==> config.mk <==
export PLATFORM = sky130hd
export DESIGN_NAME = lane_addsub
export DESIGN_NICKNAME = d
export VERILOG_FILES = /design/src/rtl/lane_pkg.sv /design/src/rtl/lane_mask_dec.sv /design/src/rtl/csel_segment.sv /design/src/rtl/lane_addsub.sv
export SDC_FILE = /design/constraint.sdc
export NUM_CORES = 1
export LEC_CHECK = 0
export BUFFER_PORTS_ARGS = -buffer_cell sky130_fd_sc_hd__buf_4
export CORE_MARGIN = 3
export CORE_UTILIZATION = 59
export CTS_CLUSTER_DIAMETER = 120
export DETAILED_ROUTE_END_ITERATION = 12
export PLACE_DENSITY = 0.95
export SYNTH_ARGS = -nofsm -noshare
export SYNTH_HDL_FRONTEND = slang
export SYNTH_HIERARCHICAL = 1
export SYNTH_SLANG_ARGS = --single-unit
==> constraint.sdc <==
create_clock -name clk -period 48.7 [get_ports clk]
set_input_delay 9.74 -clock clk [delete_from_list [all_inputs] [get_ports clk]]
set_output_delay 9.74 -clock clk [all_outputs]
set_load 0.01 [all_outputs]
==> src/rtl/lane_pkg.sv <==
// Package: shared lane-size encoding for the partitioned add/subtract datapath.
// Assumes lane widths are the segment width times a power of two.
package lane_pkg;
    typedef enum logic [2:0] {
        LANE_8   = 3'd0,
        LANE_16  = 3'd1,
        LANE_32  = 3'd2,
        LANE_64  = 3'd3,
        LANE_128 = 3'd4
    } lane_size_e;
endpackage

==> src/rtl/lane_mask_dec.sv <==
// Module: lane_mask_dec
// Marks each segment that is the lowest segment of a lane for the given size code.
// Assumes NSEG is a power of two; codes above log2(NSEG) clamp to one full lane.
module lane_mask_dec #(
    parameter int unsigned NSEG = 16
) (
    input  logic [2:0]      size_code,
    output logic [NSEG-1:0] seg_head
);
    localparam int unsigned LOG_NSEG = $clog2(NSEG);

    logic [2:0]          lg_c;
    logic [LOG_NSEG-1:0] low_mask;

    // Clamp the size code to the widest legal partition.
    always_comb lg_c = (size_code > 3'(LOG_NSEG)) ? 3'(LOG_NSEG) : size_code;

    // Segments per lane minus one: the index bits that must be zero at a lane head.
    always_comb low_mask = LOG_NSEG'((32'd1 << lg_c) - 32'd1);

    for (genvar g = 0; g < NSEG; g++) begin : g_head
        assign seg_head[g] = ((LOG_NSEG'(g)) & low_mask) == '0;
    end
endmodule

==> src/rtl/csel_segment.sv <==
// Module: csel_segment
// One carry-select adder segment: precomputes sums for both carry-in values, then selects.
// Assumes the caller has already inverted B for subtraction.
module csel_segment #(
    parameter int unsigned W = 8
) (
    input  logic [W-1:0] a,
    input  logic [W-1:0] b,
    input  logic         cin,
    output logic [W-1:0] sum,
    output logic         cout
);
    logic [W:0] sum_c0;
    logic [W:0] sum_c1;

    // Speculative sum assuming no incoming carry.
    always_comb sum_c0 = {1'b0, a} + {1'b0, b};

    // Speculative sum assuming an incoming carry.
    always_comb sum_c1 = {1'b0, a} + {1'b0, b} + (W+1)'(1);

    // Late carry picks the ready speculative result.
    always_comb {cout, sum} = cin ? sum_c1 : sum_c0;
endmodule

==> src/rtl/lane_addsub.sv <==
// Module: lane_addsub (top)
// Lane-partitioned add/subtract over a DATA_W word built from SEG_W-bit carry-select
// segments; the carry chain is cut at lane heads, where the lane's initial carry enters.
// Result and per-segment carries are registered one cycle after in_valid.
// Assumes DATA_W is SEG_W times a power of two.
module lane_addsub #(
    parameter int unsigned DATA_W = 128,
    parameter int unsigned SEG_W  = 8
) (
    input  logic                     clk,
    input  logic                     rst_n,
    input  logic                     in_valid,
    input  logic [DATA_W-1:0]        opa,
    input  logic [DATA_W-1:0]        opb,
    input  logic [2:0]               size_code,
    input  logic                     sub,
    output logic                     out_valid,
    output logic [DATA_W-1:0]        result,
    output logic [DATA_W/SEG_W-1:0]  lane_cout
);
    import lane_pkg::*;

    localparam int unsigned NSEG = DATA_W / SEG_W;

    logic [DATA_W-1:0] b_eff;
    logic [NSEG-1:0]   seg_head;
    logic [NSEG-1:0]   seg_cin;
    logic [NSEG-1:0]   seg_cout;
    logic [DATA_W-1:0] sum_c;

    // Subtraction adds the one's complement of B; the +1 enters as the lane carry.
    always_comb b_eff = sub ? ~opb : opb;

    lane_mask_dec #(.NSEG(NSEG)) u_dec (
        .size_code (size_code),
        .seg_head  (seg_head)
    );

    for (genvar g = 0; g < NSEG; g++) begin : g_seg
        if (g == 0) begin : g_first
            // The lowest segment always starts a lane.
            assign seg_cin[g] = sub;
        end else begin : g_rest
            // Lane heads take the initial carry, others chain from below.
            assign seg_cin[g] = seg_head[g] ? sub : seg_cout[g-1];
        end

        csel_segment #(.W(SEG_W)) u_seg (
            .a    (opa[g*SEG_W +: SEG_W]),
            .b    (b_eff[g*SEG_W +: SEG_W]),
            .cin  (seg_cin[g]),
            .sum  (sum_c[g*SEG_W +: SEG_W]),
            .cout (seg_cout[g])
        );
    end

    // Output valid tracks the input strobe with one cycle of latency.
    always_ff @(posedge clk) begin
        if (!rst_n) out_valid <= 1'b0;
        else        out_valid <= in_valid;
    end

    // Capture result and segment carries only for accepted operations.
    always_ff @(posedge clk) begin
        if (!rst_n) begin
            result    <= '0;
            lane_cout <= '0;
        end else if (in_valid) begin
            result    <= sum_c;
            lane_cout <= seg_cout;
        end
    end
endmodule

==> results of run 1 <==
[cell type report]
class / count / area share
inverter: 17 / 0.00343
timing repair buffer: 410 / 0.166
clock inverter: 10 / 0.00679
sequential: 145 / 0.156
multi-input combinational: 1403 / 0.621
clock buffer: 21 / 0.0247
tap: 324 / 0.0218
[final timing paths]
check | start | to | slack [ns] | cells after the start
max | sub | lane_cout[15] | 21.78 | 87
min | result[121] | result[121] | 0.52 | 2
max reg2reg | lane_cout[14] | lane_cout[14] | 47.97 | 2
min reg2reg | result[121] | result[121] | 0.52 | 2
[tightest hold or removal path, delay by kind of cell, from the launching register on]
family           cells  cell delay (ns)
flip-flops           1             0.33
multiplexers         1             0.06
AND/OR/NAND/NOR      1             0.09
[state kept, by name (all words and copies together), names as in the netlist]
name       flops
out_valid      1
lane_cout     16
result       128
[metrics by stage]
step	hold WS [ns]	cells	total power [mW]	instance area (µm²)	utilization
after floorplan	0.538	1619	0.359	14900	-
after global placement	0.496	2299	0.441	18000	0.735
after detailed placement	0.508	2299	0.452	18000	0.735
after CTS	0.526	2330	0.587	18600	0.759
after global routing	0.537	2330	0.623	18600	0.759
final	0.520	2330	0.587	18600	0.759
[cells in the final DEF, fill, tap and decap left out, types with 31 or more instances in the layout]
cell and n:
buf_4 408, xor2_1 208, nor2_1 161, nor2b_1 160
dfxtp_1 145, mux2i_1 144, ha_1 144, xnor2_1 96
a21oi_1 66, o21a_1 48, nor3_2 39, o21ai_1 33
a211oi_2 32, mux2_2 31, o21ai_0 31
[power breakdown]
group          switching [mW]  internal, mW  total [mW]
combinational           0.158         0.145       0.303
clock                  0.0546        0.0788       0.133
sequential             0.0127         0.138       0.150
total                   0.226         0.361       0.587
[per-layer routing]
metal	part of all wire	vias up	track usage	routed length, µm
li1	-	6440	-	-
met1	0.39	6227	0.327	16400
met2	0.50	455	0.530	21000
met3	0.078	92	0.0788	3300
met4	0.040	0	0.128	1680
met5	0	-	0	0
==> summary.md, run 1 <==
| Metric | Value |
|---|---|
| Result of the run | completed |
| Min-Delay Path Class | reg2reg |
| HPWL after DPL | 33,400 µm |
| Core ar. | 24,500 µm² |
| Vias | 13,200 |
| Peak VDD IR | 0.0177 mV |
| Clock Tree Buf Depth | 2 |
| RePlAce Congestion | 0.932 |
| Syn_nets | 2,042 |
| Crit Path Max Fanout | 62 |
| Post-CTS sizing | 0 |
| First-pass GRT wire length | 64,900 µm |
| Largest net degree at the start of global routing | 146 |
| Total CTS buffers | 17 |
| Setup TNS | 0 ns |
| Period utilization | 0.553 |
| Cell repeated most along the worst path | xnor2_1 |
| Max-slew headroom | 0.162 |
| Fillers | 1,648 |
| Starting Density | 0.607 |
| CTS HTree Levels | 4 |
| Synth Area per Inst | 9.20 µm² |
| Area delta synth->final | 25.1% |
| Pre-CTS setup slack | 21.67 ns |
| Die width | 165 µm |
| I/O pin total | 408 |
| Storage cell area | 2900 µm² |
| Max-Cap Viols | 0 |
| WP data arrival | 27.27 ns |
| Setup crit end kind | flop |
| Slew Limit Fails | 0 |
| Worst path slowest cell | buf_4 |
| Cts hold-fix bufs | 0 |
| Input/output buffers | 407 |
| Cell Pwr Density | 31.5 nW/µm² |
| Clk_skew | 0 ns |
| Number of diodes | 0 |
| Fin. Hold Viols | 0 |
| Max incr delay on CP | 0.82 ns |
| Layout Nets | 2,417 |
| Synth Warn # | 6 |
| Mapped cell area | 14,900 µm² |
| Total grt overflow | 0 |
| CTS Root Cell | clkbuf_16 |
| Layout cells sized above 1 | 0.301 |
| Buf+Inv Stages, Crit Path | 2 |
| LEAKAGE | 8.71 nW |
| Worst setup SP type | input port |
| Setup ws final | 21.78 ns |
| Multi-input gate area | 11,600 µm² |
| Post-layout min period | 26.92 ns |
| RSZ-0062 raised after global routing | false |
| Vias in the first global route | 13,200 |
| DR iter-0 viols | 749 |
| TritonCTS sink count | 145 |
| Postcts setup bufs | 0 |
| Cells after Synth | 1,619 |
| F_max | 37.1 MHz |
| Critical path class | in2reg |
| Via/cell ratio | 5.67 |
| Clock Latency Late Sink | 0.41 ns |
| Final setup viols | 0 |
| Top delay family on crit path | simple AND/OR/NAND/NOR gates |
| Worst Path Required | 49.04 ns |
| Drt pass-1 iters | 5 |
| Post-Route WL | 42,400 µm |
| DIE AREA | 27,200 µm² |
| Routed WL per cell | 18.2 µm |
| Post-route ant nets | 0 |
| Slew of the pin with the lowest slew margin | 1.26 ns |
| CTS clk-pin slew, worst paths | 0.06 ns |
| Initial antenna violation count | 0 |
| Row Count | 57 |
| CTS tree | built |
| All-Layer GR Usage | 0.295 |
| DRC | 0 |
| Die Y | 165 µm |
No activity file was read; power rests on OpenSTA's default activity.
==> run 2: changes to the inputs <==
- ABC_AREA: unset -> 1
- CORE_UTILIZATION: 59 -> 51
- PLACE_DENSITY: 0.95 -> 0.86
- clock period: 48.7 -> 23.9 ns (I/O delays scaled with it)
==> summary.md, run 2 <==
| Metric | Value |
|---|---|
| Result of the run | completed |
| Critical path class | in2reg |
| Vias in the first global route | 17,100 (+29%) |
| Biggest regs | result (128), lane_cout (16), out_valid (1) |
| Syn_nets | 3,135 (+54%) |
| Worst setup SP type | input port |
| DIE AREA | 36,200 µm² (+33%) |
| Row Count | 66 (+16%) |
| Net Sw Frac | 0.425 (+0.0404) |
| Layout cells sized above 1 | 0.236 (-0.0656) |
| Largest register FFs | 128 (unchanged) |
| Worst path slowest cell | fa_1 |
| Initial antenna violation count | 2 (+2) |
| RSZ-0062 raised after global routing | false |
| Vias | 17,500 (+33%) |
| Mapped cell area | 17,300 µm² (+16%) |
| Drt pass-1 iters | 6 (+1) |
| Cts hold-fix bufs | 0 (unchanged) |
| WP data arrival | 22.35 ns (-4.92 ns) |
| Switching pwr | 0.532 mW (+140%) |
| Die width | 190 µm (+15%) |
| Clock Latency Late Sink | 0.44 ns (+0.03 ns) |
| Largest net degree at the start of global routing | 111 (-24%) |
| Peak VDD IR | 0.0614 mV (+250%) |
| LEAKAGE | 11.9 nW (+36%) |
| Part of the power in the clock network | 0.230 (+0.003) |
| Storage cell area | 2900 µm² (unchanged) |
| CTS Root Cell | clkbuf_16 |
| DR iter-0 viols | 775 (+3.5%) |
| All-Layer GR Usage | 0.263 (-0.0322) |
| Post-CTS sizing | 5 (+5) |
| Input/output buffers | 407 (unchanged) |
| Final setup viols | 0 (unchanged) |
| Cells after Synth | 2,712 (+68%) |
| Most common cell after layout, fill and taps aside | nand2_1 |
| Max-Cap Viols | 0 (unchanged) |
| Slew Limit Fails | 0 (unchanged) |
| Cell Pwr Density | 59.2 nW/µm² (+88%) |
| Clock Tree Buf Depth | 2 (unchanged) |
| Max incr delay on CP | 0.54 ns (-0.28 ns) |
| TritonCTS sink count | 145 (unchanged) |
| Routed WL per cell | 13.8 µm (-24%) |
| CTS HTree Levels | 4 (unchanged) |
| Die Y | 190 µm (+15%) |
| I/O pin total | 408 (unchanged) |
| First-pass GRT wire length | 78,800 µm (+21%) |
| Total CTS buffers | 17 (unchanged) |
| CTS tree | built |
| Fillers | 2,901 (+76%) |
| Worst Path Required | 24.28 ns (-24.76 ns) |
| Via/cell ratio | 4.96 (-12%) |
| Number of diodes | 0 (unchanged) |
| Core ar. | 33,000 µm² (+35%) |
| Starting Density | 0.525 (-0.0821) |
| HPWL after DPL | 39,100 µm (+17%) |
| Post-Route WL | 48,900 µm (+15%) |
| RePlAce Congestion | 0.887 (-4.8%) |
| Synth Warn # | 6 (unchanged) |
| CTS clk-pin slew, worst paths | 0.06 ns (about the same) |
| Int Power | 0.720 mW (+99%) |
| Layout Nets | 3,501 (+45%) |
| Min-Delay Path Class | reg2reg |
| Final hold slack | 0.473 ns (-0.0471 ns) |
| Postcts setup bufs | 0 (unchanged) |
| Total grt overflow | 0 (unchanged) |
| Period utilization | 0.919 |
| DRC | 0 (unchanged) |
| Post-route ant nets | 0 (unchanged) |
| F_max | 45.5 MHz |
| Largest reg by FF count | result |
| Logic pwr share | 0.539 (+0.022) |
| Crit Path Max Fanout | 13 (-79%) |
| Synth Area per Inst | 6.39 µm² (-30%) |
| Clk_skew | 0 ns (unchanged) |
| Area delta synth->final | 22.0% |
| Fin. Hold Viols | 0 (unchanged) |
| Max-slew headroom | 0.256 (+0.0935) |
| Most frequent cells in the layout | nand2_1 (772), buf_4 (413), inv_1 (406) |
| Cell repeated most along the worst path | nand2_1 |
| Sequential Power Share | 0.231 (-0.025) |
| Slew of the pin with the lowest slew margin | 1.12 ns (-0.140 ns) |
| Multi-input gate area | 12,400 µm² (+6.8%) |
| Setup crit end kind | flop |
| Total power | 1.25 mW (+110%) |
| Post-layout min period | 21.97 ns |
## run 2: final timing paths
kind / end / cells past startpoint / startpoint / slack (ns)
min reg2reg: result[8] / 2 / result[8] / 0.47
max reg2reg: result[1] / 2 / result[1] / 23.26
max: result[126] / 135 / sub / 1.93
min: result[8] / 2 / result[8] / 0.47
## run 2: power groups by stage
stage / Combinational, mW / Clock, mW / Sequential [mW]
floorplan: 0.478 / 0 / 0.304
global placement: 0.645 / 0 / 0.293
detailed placement: 0.666 / 0 / 0.294
CTS: 0.672 / 0.295 / 0.289
global route: 0.759 / 0.305 / 0.292
finish: 0.675 / 0.288 / 0.289
## run 2: worst max-delay path, delay by kind of cell
| family | cells | cell delay (ns) |
|---|---|---|
| xor+xnor | 2 | 0.34 |
| compound gates | 15 | 3.72 |
| buf+inv | 18 | 1.17 |
| simple gates | 97 | 11.36 |
| fa+ha+maj | 3 | 0.91 |
## run 2: cell type report
cell class / count / share of cell area
repair buffers: 415 / 0.148
inverters: 423 / 0.0751
multi-input cells: 2076 / 0.584
clock inverters: 8 / 0.00597
flip-flops and latches: 145 / 0.137
clock buffers: 24 / 0.0232
well taps: 442 / 0.0261
## run 2: layer usage
metal  global-route usage  vias to the layer above  share of wire
met5                    0                        -        0.00070
met4               0.0906                        4          0.030
met3               0.0645                       91          0.073
met2                0.477                      524           0.49
met1                0.302                     7969           0.41
li1                     -                     8947              -
## run 2: per-stage QoR
stage | std cells | util | TNS [ns] | setup slack [ns] | area, µm²
2_1_floorplan | 2712 | - | 0 | 1.12 | 17300
3_3_place_gp | 3501 | 0.621 | -0.0605 | -0.0362 | 20500
4_1_cts | 3533 | 0.640 | 0 | 0.123 | 21100
5_1_grt | 3533 | 0.640 | 0 | 0.0230 | 21200
6_report | 3533 | 0.640 | 0 | 1.93 | 21200
3_5_place_dp | 3501 | 0.621 | -8.54 | -1.15 | 20500
==> run 3: changes to the inputs <==
- CORE_UTILIZATION: 51 -> 49
- SYNTH_HIERARCHICAL: 1 -> unset
==> summary.md, run 3 <==
| Metric | Value |
|---|---|
| Int Power | 0.666 mW (-7.6%) |
| CTS Root Cell | clkbuf_16 |
| Routed WL per cell | 15.5 µm (+12%) |
| Layout Nets | 2,943 (-16%) |
| Period utilization | 0.514 (-0.405) |
| Cell Pwr Density | 61.6 nW/µm² (+4.0%) |
| Mapped cell area | 14,700 µm² (-15%) |
| Cell repeated most along the worst path | nand2_2 |
| Initial antenna violation count | 1 (-1) |
| Vias | 15,000 (-15%) |
| Most common cell after layout, fill and taps aside | buf_4 |
| HPWL after DPL | 35,900 µm (-8.2%) |
| Max-Cap Viols | 0 (unchanged) |
| Worst Hold End | result[105] |
| CTS HTree Levels | 4 (unchanged) |
| RR Endpoint | result[99] |
| Max-slew headroom | 0.250 (-0.00584) |
| DRC | 0 (unchanged) |
| Post-synth EDFFs | 0 |
| Peak VDD IR | 0.0444 mV (-28%) |
| DIE AREA | 32,100 µm² (-11%) |
| Setup ws final | 11.62 ns (+9.69 ns) |
| Post-synth ARST share | 0 |
| Worst flop-to-flop path startpoint | result[99] |
| Part of the power in the clock network | 0.231 (about the same) |
| Post-synth top flop | dfxtp_1 |
| Synth Area per Inst | 6.83 µm² (+6.9%) |
| Slew Limit Fails | 0 (unchanged) |
| Worst setup SP type | input port |
| Synth Warn # | 0 (-6) |
| Biggest regs | result (128), lane_cout (16), out_valid (1) |
| Flops & latches, synth | 145 |
| Setup TNS | 0 ns (unchanged) |
| Starting Density | 0.505 (-0.0198) |
| Cells after Synth | 2,150 (-21%) |
| Post-route ant nets | 0 (unchanged) |
| Critical path class | in2reg |
| Crit Path Max Fanout | 59 (+46) |
| Postcts setup bufs | 0 (unchanged) |
| Syn_nets | 2,575 (-18%) |
| Largest reg by FF count | result |
| All-Layer GR Usage | 0.272 (+0.00840) |
| Post-Route WL | 45,300 µm (-7.2%) |
| Post-layout min period | 12.28 ns (-9.69 ns) |
| Core ar. | 29,100 µm² (-12%) |
| Largest register FFs | 128 (unchanged) |
| Net Sw Frac | 0.417 (-0.00722) |
| Reg2Reg Depth | 4 (+2) |
| Max incr delay on CP | 0.84 ns (+0.30 ns) |
| Pre-CTS setup slack | 11.25 ns (+12.40 ns) |
| Hold depth | 2 (unchanged) |
| Largest net degree at the start of global routing | 76 (-32%) |
| Most frequent cells in the layout | buf_4 (414), inv_1 (353), nand2_1 (310) |
| Synth unique cells | 45 |
| RSZ-0062 raised after global routing | false |
| Cts hold-fix bufs | 0 (unchanged) |
| Area delta synth->final | 26.3% |
| First-pass GRT wire length | 70,300 µm (-11%) |
| Total grt overflow | 0 (unchanged) |
| Worst min-delay path startpoint | result[105] |
| TritonCTS sink count | 145 (unchanged) |
| Slew of the pin with the lowest slew margin | 1.12 ns (+0.00479 ns) |
| Clk_skew | 0 ns (unchanged) |
| CTS tree | built |
| F_max | 81.4 MHz (+79%) |
| Total power | 1.14 mW (-8.7%) |
| Die Y | 179 µm (-5.9%) |
| RePlAce Congestion | 0.951 (+7.2%) |
| Row Count | 62 (-6.1%) |
| Fin. Hold Viols | 0 (unchanged) |
| Worst Path Required | 24.17 ns (-0.11 ns) |
| Switching pwr | 0.477 mW (-10%) |
| Vias in the first global route | 14,700 (-14%) |
| Count leader, synth | inv_1 |
| Via/cell ratio | 5.14 (+3.5%) |
| LEAKAGE | 10.2 nW (-14%) |
| DR iter-0 viols | 768 (-0.90%) |
| Worst path slowest cell | buf_4 |
| Clock Latency Late Sink | 0.41 ns (-0.03 ns) |
| I/O pin total | 408 (unchanged) |
| Layout cells sized above 1 | 0.211 (-0.0245) |
| Post-CTS sizing | 0 (-5) |
| Top-area cell type share of the netlist area | 0.198 |
| Drt pass-1 iters | 5 (-1) |
| Most frequent cells after synthesis | inv_1 (355), nand2_1 (311), nor2_1 (266) |
| Clock Tree Buf Depth | 2 (unchanged) |
| Die width | 179 µm (-5.9%) |
| R2r setup slk | 23.09 ns (-0.17 ns) |
| Result of the run | completed |
| Final setup viols | 0 (unchanged) |
| Input/output buffers | 407 (unchanged) |
| Min-Delay Path Class | reg2reg |
| Area leader, netlist | dfxtp_1 |
| WP data arrival | 12.55 ns (-9.80 ns) |
| Synth top area cells | dfxtp_1 (20%), xor2_1 (14%), ha_1 (12%) |
| Logic pwr share | 0.507 (-0.032) |
| Seq/Total Area, Yosys | 0.198 |
| Sequential Power Share | 0.262 (+0.031) |
| CTS clk-pin slew, worst paths | 0.07 ns (about the same) |
| Setup crit end kind | flop |
| Total CTS buffers | 17 (unchanged) |
run 3: changes by cell type in the layout (fill, tap and decap cells not counted), moves of 35 or more:
cell | before | now
nor2_1 | 377 | 266
xor2_1 | 160 | 228
a21oi_1 | 51 | 115
nand3_1 | 136 | 75
nand2_4 | 47 | 12
o21ai_0 | 17 | 129
nand3b_1 | 45 | 7
inv_1 | 406 | 353
nand2_2 | 77 | 31
nand2_1 | 772 | 310
run 3: cell families (layout without fill, tap and decap cells):
| kind of cell | after synthesis | count (layout) | synth area share |
|---|---|---|---|
| xor+xnor | 300 | 300 | 0.179 |
| fa+ha+maj | 162 | 162 | 0.146 |
| compound gates | 303 | 303 | 0.112 |
| other cells | 0 | 1 | 0 |
| buf+inv | 430 | 811 | 0.117 |
| simple gates | 810 | 810 | 0.249 |
| flops | 145 | 145 | 0.198 |
run 3: layout make-up:
| class | count | area (µm²) |
|---|---|---|
| fill | 2552 | 10500 |
| timing repair buffer | 415 | 3120 |
| inverter | 364 | 1410 |
| sequential | 145 | 2900 |
| clock buffer | 19 | 443 |
| multi-input combinational | 1575 | 10100 |
| tap | 384 | 480 |
| antenna | 1 | 2.50 |
| clock inverter | 13 | 130 |
run 3: through the flow:
step / std cells / utilization / hold WS, ns / cell area [µm²]
4_1_cts: 2915 / 0.638 / 0.466 / 18600
3_5_place_dp: 2883 / 0.618 / 0.456 / 18000
5_1_grt: 2916 / 0.638 / 0.495 / 18600
6_report: 2916 / 0.638 / 0.470 / 18600
3_3_place_gp: 2883 / 0.618 / 0.453 / 18000
2_1_floorplan: 2150 / - / 0.490 / 14700
run 3: power by group through the flow:
stage	Sequential, mW	Combinational (mW)	Clock (mW)
after CTS	0.299	0.578	0.267
after global routing	0.302	0.647	0.277
after detailed placement	0.303	0.575	0
after global placement	0.302	0.555	0
after floorplan	0.315	0.373	0
final	0.299	0.580	0.264
run 3: worst max path at each step:
stage	from	to	slack, ns	cells after the start
5_1_grt	sub	result[124]	10.82	66
2_1_floorplan	sub	result[127]	12.51	71
3_5_place_dp	sub	result[121]	11.25	66
3_3_place_gp	sub	result[124]	11.62	66
6_report	sub	result[121]	11.62	66
4_1_cts	sub	result[121]	11.61	66
run 3: per-layer routing:
layer  up-vias  share of wire  track usage
li1       7519              -            -
met1      6854           0.40        0.308
met2       502           0.49        0.492
met3       104          0.069       0.0595
met4         0          0.039        0.110
met5         -              0            0
run 3: critical path, delay by kind of cell:
kind            cells  cell delay, ns
compound gates      1            0.05
xor+xnor            2            0.49
buf+inv             3            1.26
simple gates       58            5.31
fa+ha+maj           2            0.61
